**src/rtl/hbi_pkg.sv**
```systemverilog
// Shared types for the gate command interlock.
// Assumes nothing beyond the standard enum semantics.
package hbi_pkg;

    // Which arm of a leg currently holds the gate.
    typedef enum logic [1:0] {
        OWN_NONE = 2'd0,
        OWN_HIGH = 2'd1,
        OWN_LOW  = 2'd2
    } leg_owner_t;

endpackage

```
**src/rtl/hbi_cmd_decode.sv**
```systemverilog
// Converts the active-low command lines of all legs into active-high requests.
// Assumes the inputs are already synchronous to the consuming clock.
module hbi_cmd_decode #(
    parameter int NUM_LEGS = 3
) (
    input  logic [NUM_LEGS-1:0] hi_cmd_n,
    input  logic [NUM_LEGS-1:0] lo_cmd_n,
    output logic [NUM_LEGS-1:0] hi_req,
    output logic [NUM_LEGS-1:0] lo_req
);

    // Invert the polarity: a low command level is an on request.
    always_comb begin
        hi_req = ~hi_cmd_n;
        lo_req = ~lo_cmd_n;
    end

endmodule

```
**src/rtl/hbi_leg_arbiter.sv**
```systemverilog
// First-come owner arbitration for one inverter leg.
// The arm that is granted first keeps the leg while its request stays on.
// A blocked request takes the leg at the edge on which the owner releases.
// Assumes active-high, synchronous requests. The gate outputs come straight
// from the owner register, so they are glitch-free and mutually exclusive.
module hbi_leg_arbiter
    import hbi_pkg::*;
#(
    parameter bit TIE_LOW_WINS = 1'b1
) (
    input  logic clk,
    input  logic rst_n,
    input  logic req_hi,
    input  logic req_lo,
    output logic gate_hi,
    output logic gate_lo
);

    leg_owner_t owner_q;
    leg_owner_t owner_d;
    leg_owner_t tie_pick;

    // Fixed winner used when both arms ask at once on an idle leg.
    generate
        if (TIE_LOW_WINS) begin : g_tie_low
            assign tie_pick = OWN_LOW;
        end else begin : g_tie_high
            assign tie_pick = OWN_HIGH;
        end
    endgenerate

    // Next owner: keep the current owner, hand over on release, or grant an idle leg.
    always_comb begin
        owner_d = OWN_NONE;
        unique case (owner_q)
            OWN_HIGH: begin
                if (req_hi)      owner_d = OWN_HIGH;
                else if (req_lo) owner_d = OWN_LOW;
            end
            OWN_LOW: begin
                if (req_lo)      owner_d = OWN_LOW;
                else if (req_hi) owner_d = OWN_HIGH;
            end
            default: begin
                if (req_hi && req_lo) owner_d = tie_pick;
                else if (req_hi)      owner_d = OWN_HIGH;
                else if (req_lo)      owner_d = OWN_LOW;
            end
        endcase
    end

    // Owner register with synchronous active-low reset.
    always_ff @(posedge clk) begin
        if (!rst_n) owner_q <= OWN_NONE;
        else        owner_q <= owner_d;
    end

    // Gate enables decoded from the registered owner.
    always_comb begin
        gate_hi = (owner_q == OWN_HIGH);
        gate_lo = (owner_q == OWN_LOW);
    end

endmodule

```
**src/rtl/hbi_interlock.sv**
```systemverilog
// Top level of the three-leg gate command interlock.
// It decodes the active-low commands and gives each leg its own arbiter.
// Assumes synchronous command inputs. Dead time and fault reporting are
// handled elsewhere.
module hbi_interlock #(
    parameter int NUM_LEGS     = 3,
    parameter bit TIE_LOW_WINS = 1'b1
) (
    input  logic                clk,
    input  logic                rst_n,
    input  logic [NUM_LEGS-1:0] hi_cmd_n,
    input  logic [NUM_LEGS-1:0] lo_cmd_n,
    output logic [NUM_LEGS-1:0] hi_gate,
    output logic [NUM_LEGS-1:0] lo_gate
);

    logic [NUM_LEGS-1:0] hi_req;
    logic [NUM_LEGS-1:0] lo_req;

    // Polarity conversion shared by all legs.
    hbi_cmd_decode #(.NUM_LEGS(NUM_LEGS)) decode_i (
        .hi_cmd_n (hi_cmd_n),
        .lo_cmd_n (lo_cmd_n),
        .hi_req   (hi_req),
        .lo_req   (lo_req)
    );

    // One independent arbiter per leg.
    generate
        for (genvar leg = 0; leg < NUM_LEGS; leg++) begin : g_leg
            hbi_leg_arbiter #(.TIE_LOW_WINS(TIE_LOW_WINS)) arb_i (
                .clk     (clk),
                .rst_n   (rst_n),
                .req_hi  (hi_req[leg]),
                .req_lo  (lo_req[leg]),
                .gate_hi (hi_gate[leg]),
                .gate_lo (lo_gate[leg])
            );
        end
    endgenerate

endmodule

```
**config.mk**
```make
export PLATFORM = sky130hd
export DESIGN_NAME = hbi_interlock
export DESIGN_NICKNAME = d
export VERILOG_FILES = /design/src/rtl/hbi_pkg.sv /design/src/rtl/hbi_cmd_decode.sv /design/src/rtl/hbi_leg_arbiter.sv /design/src/rtl/hbi_interlock.sv
export SDC_FILE = /design/constraint.sdc
export NUM_CORES = 1
export LEC_CHECK = 0
export BUFFER_PORTS_ARGS = -buffer_cell sky130_fd_sc_hd__buf_2
export CAP_MARGIN = 30
export CORE_AREA = 2 2 39 41
export DETAILED_ROUTE_END_ITERATION = 16
export DIE_AREA = 0 0 41 43
export SETUP_SLACK_MARGIN = 0.4
export SYNTH_ARGS = -nofsm -noshare
export SYNTH_HDL_FRONTEND = slang
export SYNTH_SLANG_ARGS = --single-unit
```
**constraint.sdc**
```tcl
create_clock -name clk -period 1.2 [get_ports clk]
set_input_delay 0.24 -clock clk [delete_from_list [all_inputs] [get_ports clk]]
set_output_delay 0.24 -clock clk [all_outputs]
set_load 0.005 [all_outputs]
```
==> metrics.md, run 1 <==
| Metric | Value |
|---|---|
| Die area | approximately 1800 µm² |
| CTS Buffer Depth | 2 |
| Most common cell after layout, fill and taps aside | buf_6 |
| Cell Pwr Density | 851 nW/µm² |
| Highest attainable clock frequency | approximately 870 MHz |
| Number of core rows | 14 |
| Final period utilization | 95.9% |
| Count of state elements after synthesis | 6 |
| Register-to-register setup slack | about 0.14 ns |
| Number of pins exceeding their max-slew limit in the final report | 0 |
| Post-DP HPWL | between 500 and 600 µm |
| Number of inserted diodes | 0 |
| Minimum clock period after layout | approximately 1.2 ns |
| Count of buffers from port buffering | 13 |
| Cell count after synthesis | 43 |
| Starting DRC count in detailed routing | 1 |
| Outcome | completed |
| Regs by FF count | g_leg.arb_i.owner_q x6 |
| Worst Setup End Kind | output port |
| Pre-CTS setup slack | 0.224 ns |
| Clock Latency Late Sink | 0.24 ns |
| Worst EP required | 0.96 ns |
| Global-route wire length before repair | 1310 µm |
| Max FFs per register | 6 |
| Bufs and invs on worst path | 2 |
| Count of boundary I/O pins | 14 |
| Number of vias per cell | 4.41 |
| Setup clock skew after layout | slightly below 0.004 ns |
| Final setup violation count | 0 |
| Antenna violations before repair | 0 |
| Unrepaired setup endpoints after global routing | true |
| Core Footprint | between 1000 and 1500 µm² |
| Cell chain of the critical path | inv_2 -> ha_4 -> buf_6 |
| Area Growth Syn to Fin | 70.7% |
| Biggest fanout along the worst timing path | 2 |
| Top cell family by delay on the critical path | flip-flops |
| Yosys Warn Count | 0 |
| Mapped Avg Cell Area | between 9 and 10 µm² |
| Fraction of the yosys area taken by sequential cells | approximately 29% |
| Largest stage delay on the critical path | 0.35 ns |
| Post-CTS clock slew at the launch and capture registers of the worst setup and hold paths | 0.05 ns |
| Proportion of layout cells with a drive suffix above 1 | 93.3% |
| Count of unresolved DRC violations after routing | 0 |
| First drt pass iteration count | 4 |
| Post-detailed-route wirelength per cell | slightly above 10 µm |
| Data arrival time of the critical path | 0.91 ns |
| Total routing resource utilization after global routing | 11.6% |
| Critical Path Start Type | flip-flop |
| Detail Route Antenna Nets | 0 |
| Number of distinct standard cells referenced by the synthesized netlist | 9 |
| Register with the most flip-flops | g_leg.arb_i.owner_q |
| Die H | roughly 43 µm |
| Slowest-stage cell, CP | dfxtp_2 |
| Final estimated routing congestion in global placement | 0.609 |
| Measured slew at the worst slew-check pin | between 0.15 and 0.2 ns |
| Root Driver | clkbuf_4 |
| Hold crit path type | in -> reg |
| Static power due to leakage | 0.285 nW |
| Syn nets | 58 |
| Most frequent cells in the layout | buf_6, ha_4, buf_2, inv_2 |
| Via count of the first global-routing pass | 355 |
| TritonCTS clock tree | done |
| Total wire length after detailed routing | 782 µm |
| Final setup slack of the worst path | just under 0.05 ns |
| Worst slew margin | 86.9% |
| Num Clock Sinks | 6 |
| Max-cap violation count | 0 |
| TritonCTS Buffers | 3 |
| Post-synthesis cell area | between 400 and 500 µm² |
| Maximum level of the CTS H-tree | 1 |
| Hold Vio Cnt, Final | 0 |
| Effective utilization at floorplan | between 30 and 40% |
| Number of nets in the layout | 77 |
| Maximum number of pins on one net before global-route repair | 7 |
| Worst vdd ir | 0.361 mV |
| Total number of vias | 335 |
| Die Span X | 41 µm |
| Total negative slack | 0 ns |
| Worst setup path category | reg -> out |
| GRT overflow | 0 |
-- path summary, 6_finish.rpt --
kind / start / endpoint / cells past startpoint
hold reg to reg: g_leg[2].arb_i.owner_q[0] / g_leg[2].arb_i.owner_q[0] / 3
setup reg to reg: g_leg[0].arb_i.owner_q[1] / g_leg[0].arb_i.owner_q[1] / 5
setup / recovery: g_leg[1].arb_i.owner_q[0] / lo_gate[1] / 3
hold / removal: lo_cmd_n[1] / g_leg[1].arb_i.owner_q[1] / 2
-- Yosys cell counts --
master	number	area share, %
nand2b_1	6	9.0
a21oi_1	3	3.6
ha_1	7	21
inv_1	6	5.4
buf_4	6	11
dfxtp_1	6	29
nor3b_2	3	9.0
a211oi_2	3	9.0
o21ai_0	3	3.6
-- logic make-up (layout without fill, tap and decap cells) --
kind of cell / after synthesis / in the layout / synth area share [%]
buffers and inverters: 12 / 29 / 16.2
AO/OA/AOI/OAI: 9 / 9 / 16.2
AND/OR/NAND/NOR: 9 / 9 / 18.0
adder cells (fa/ha/maj): 7 / 7 / 21.0
flip-flops: 6 / 6 / 28.7
-- area by class of cell --
type | instances | area, µm²
fill | 128 | 671
multi-input combinational | 25 | 355
timing repair buffer | 20 | 163
sequential | 6 | 130
clock buffer | 3 | 22.5
inverter | 6 | 22.5
tap | 16 | 20.0
-- stage by stage --
step	std cells	total power, W	hold WS (ns)	util [%]	area [µm²]
2_1_floorplan	43	0.000343	0.302	-	505
5_1_grt	76	0.000653	0.168	51.5	713
6_report	76	0.000607	0.185	51.5	713
3_5_place_dp	66	0.000363	0.419	38.3	531
4_1_cts	75	0.000608	0.176	50.0	692
3_3_place_gp	66	0.000360	0.419	38.3	531
-- metal layers --
layer	share of wire, %	track usage [%]	up-vias
met4	0	10.0	0
met5	0	0	-
met2	57	16.9	9
met3	4.3	4.19	0
li1	-	-	173
met1	39	12.3	153
-- what timing repair did --
item | CTS | global route
hold buffers | 0 | 0
buffers inserted | 6 | 1
pin swaps | 15 | 5
endpoints found under the setup margin | 12 | 12
resized for setup | 18 | 2
-- power by group --
part	internal, W	switching (W)
Combinational	0.000118	0.0000778
Sequential	0.000214	0.0000144
Clock	0.000113	0.0000698
Total	0.000445	0.000162
No activity file was read; power rests on OpenSTA's default activity.
==> run 2, diff against run 1 <==
==> constraint.sdc (replaced) <==
create_clock -name clk -period 1 [get_ports clk]
set_input_delay 0.2 -clock clk [delete_from_list [all_inputs] [get_ports clk]]
set_output_delay 0.2 -clock clk [all_outputs]
set_load 0.005 [all_outputs]
==> run 2 against run 1 <==
The run now ends with negative setup slack left. First-iteration DRC count stayed put. Clock-buffer cell count did not move. Setup slack worse by 0.18 ns. Die area is the same. Clock power grew 26%. Global-route usage is 0.30 points higher. Critical endpoint is now hi_gate[0]. Largest power group unchanged.
==> metrics.md, run 2 (synthesis results as in run 1) <==
| Metric | Value |
|---|---|
| Outcome | complete, but fails checks |
| Failing checks | negative setup slack |
| Count of buffers from port buffering | 13 (unchanged) |
| Effective utilization at floorplan | 30.2% (unchanged) |
| Slowest-stage cell, CP | dfxtp_2 |
| Post-Place Cell Area | 531 µm² (unchanged) |
| Number of filler cells placed in the layout | 133 (+3.9%) |
| Worst vdd ir | 0.647 mV (+79%) |
| Post-DP HPWL | 541 µm (-3.6%) |
| Global-route wire length before repair | 1350 µm (+3.1%) |
| Count of unresolved DRC violations after routing | 0 (unchanged) |
| Footprint of the multi-input gates | 349 µm² (-1.8%) |
| Final cell count without fillers | 74 (-2.6%) |
| Post-detailed-route wirelength per cell | 10.4 µm (+1.5%) |
| Register with the most flip-flops | g_leg.arb_i.owner_q |
| Post-Layout Inst Area | 698 µm² (-2.1%) |
| Met3 Usage GRT | 3.66% (-0.52 points) |
| Critical Path Start Type | flip-flop |
| Data arrival time of the critical path | 0.93 ns (+0.02 ns) |
| Antenna violations before repair | 0 (unchanged) |
| Num Clock Sinks | 6 (unchanged) |
| Hold Vio Cnt, Final | 0 (unchanged) |
| Detail Route Antenna Nets | 0 (unchanged) |
| Final setup violation count | 9 (+9) |
| Number of pins exceeding their max-slew limit in the final report | 0 (unchanged) |
| Final period utilization | 113% |
| Via count of the first global-routing pass | 358 (+0.85%) |
| Regs by FF count | g_leg.arb_i.owner_q x6 |
| Setup clock skew after layout | 0.00126 ns (-0.00263 ns) |
| Maximum level of the CTS H-tree | 1 (unchanged) |
| Number of core rows | 14 (unchanged) |
| Final estimated routing congestion in global placement | 0.609 (about the same) |
| Fraction of met1 tracks used by global routing | 11.3% (-0.97 points) |
| TritonCTS Buffers | 3 (unchanged) |
| Final setup slack of the worst path | -0.130 ns (-0.180 ns) |
| Static power due to leakage | 0.282 nW (-1.1%) |
| Number of vias per cell | 4.65 (+5.5%) |
| Root Driver | clkbuf_4 |
| Dpl cells | 66 (unchanged) |
| Largest stage delay on the critical path | 0.35 ns (about the same) |
| GRT overflow | 0 (unchanged) |
| Total number of vias | 344 (+2.7%) |
| Worst EP required | 0.80 ns (-0.16 ns) |
| Cell chain of the critical path | inv_2 -> ha_4 -> buf_6 |
| Highest attainable clock frequency | 885 MHz |
| Maximum number of pins on one net before global-route repair | 7 (unchanged) |
| Unrepaired setup endpoints after global routing | true |
| Count of boundary I/O pins | 14 (unchanged) |
| Post-CTS clock slew at the launch and capture registers of the worst setup and hold paths | 0.05 ns (about the same) |
| Worst Setup End Kind | output port |
| Hold crit path type | in -> reg |
| Area Growth Syn to Fin | 67.1% |
| Die area | 1760 µm² (unchanged) |
| Measured slew at the worst slew-check pin | 0.195 ns (-0.00127 ns) |
| Die H | 43 µm (unchanged) |
| CTS Buffer Depth | 2 (unchanged) |
| Met2 Use GR | 18.1% (+1.2 points) |
| Starting DRC count in detailed routing | 1 (unchanged) |
| TritonCTS clock tree | done |
| Worst slew margin | 87.0% (about the same) |
| Footprint of the flip-flops and latches | 130 µm² (unchanged) |
| Max-cap violation count | 0 (unchanged) |
| Most frequent cells in the layout | buf_6, buf_2, ha_4, inv_2, dfxtp_2 |
| Max FFs per register | 6 (unchanged) |
| Quantity of hold-fixing buffers added after cts | 0 (unchanged) |
| Worst setup path category | reg -> out |
| Die Span X | 41 µm (unchanged) |
| Cell Pwr Density | 1050 nW/µm² (+24%) |
| Proportion of layout cells with a drive suffix above 1 | 93.1% (-0.23 points) |
| Number of inserted diodes | 0 (unchanged) |
| Number of nets in the layout | 75 (-2.6%) |
| Total wire length after detailed routing | 773 µm (-1.2%) |
| Core Footprint | 1380 µm² (unchanged) |
| Global route hottest layer | met2 |
| Minimum clock period after layout | 1.13 ns |
| First drt pass iteration count | 2 (-2) |
| Biggest fanout along the worst timing path | 3 (+1) |
| Most common cell after layout, fill and taps aside | buf_6 |
| Total routing resource utilization after global routing | 11.9% (+0.30 points) |
| Clock Latency Late Sink | 0.25 ns (about the same) |
[run 2: metrics by stage]
stage	hold WS, ns	utilization [%]	setup WS, ns	total power, W	setup TNS [ns]
after CTS	0.119	47.8	-0.129	0.000721	-0.876
after floorplan	0.262	-	0.0667	0.000412	0
after global placement	0.379	38.3	0.0205	0.000433	0
after global routing	0.111	50.5	-0.159	0.000781	-1.20
after detailed placement	0.383	38.3	0.0246	0.000434	0
final	0.123	50.5	-0.130	0.000734	-0.812
[run 2: layer usage]
layer / vias to the layer above / wire, µm
met5: - / 0
met4: 0 / 38
met3: 5 / 37
met2: 12 / 402
met1: 157 / 295
li1: 170 / -
[run 2: layout make-up]
cell class / count / share of cell area (%)
Tap cell: 16 / 2.87
Inverter: 6 / 3.58
Sequential cell: 6 / 18.6
Clock buffer: 3 / 3.23
Timing Repair Buffer: 18 / 21.7
Multi-Input combinational cell: 25 / 50.0
[run 2: path summary, 6_finish.rpt]
kind	endpoint	start	slack (ns)	cells after the start
setup / recovery	hi_gate[0]	g_leg[0].arb_i.owner_q[1]	-0.13	3
hold / removal	g_leg[1].arb_i.owner_q[1]	lo_cmd_n[1]	0.12	2
setup reg to reg	g_leg[2].arb_i.owner_q[1]	g_leg[2].arb_i.owner_q[0]	-0.05	4
hold reg to reg	g_leg[0].arb_i.owner_q[0]	g_leg[0].arb_i.owner_q[0]	0.66	3
[run 2: worst max-delay path, delay by kind of cell, from the launching register on]
family	cells	cell delay [ns]
fa+ha+maj	1	0.17
buf+inv	2	0.16
flops	1	0.35
[run 2: repair_timing]
item	CTS	global route
gates resized for setup	16	5
pin swaps	12	6
buffers inserted	3	2
endpoints found under the setup margin	12	12
[run 2: power by group]
part	internal [W]	switching, W
logic	0.000139	0.0000886
registers	0.000257	0.0000182
clock network	0.000136	0.0000947
total	0.000532	0.000202
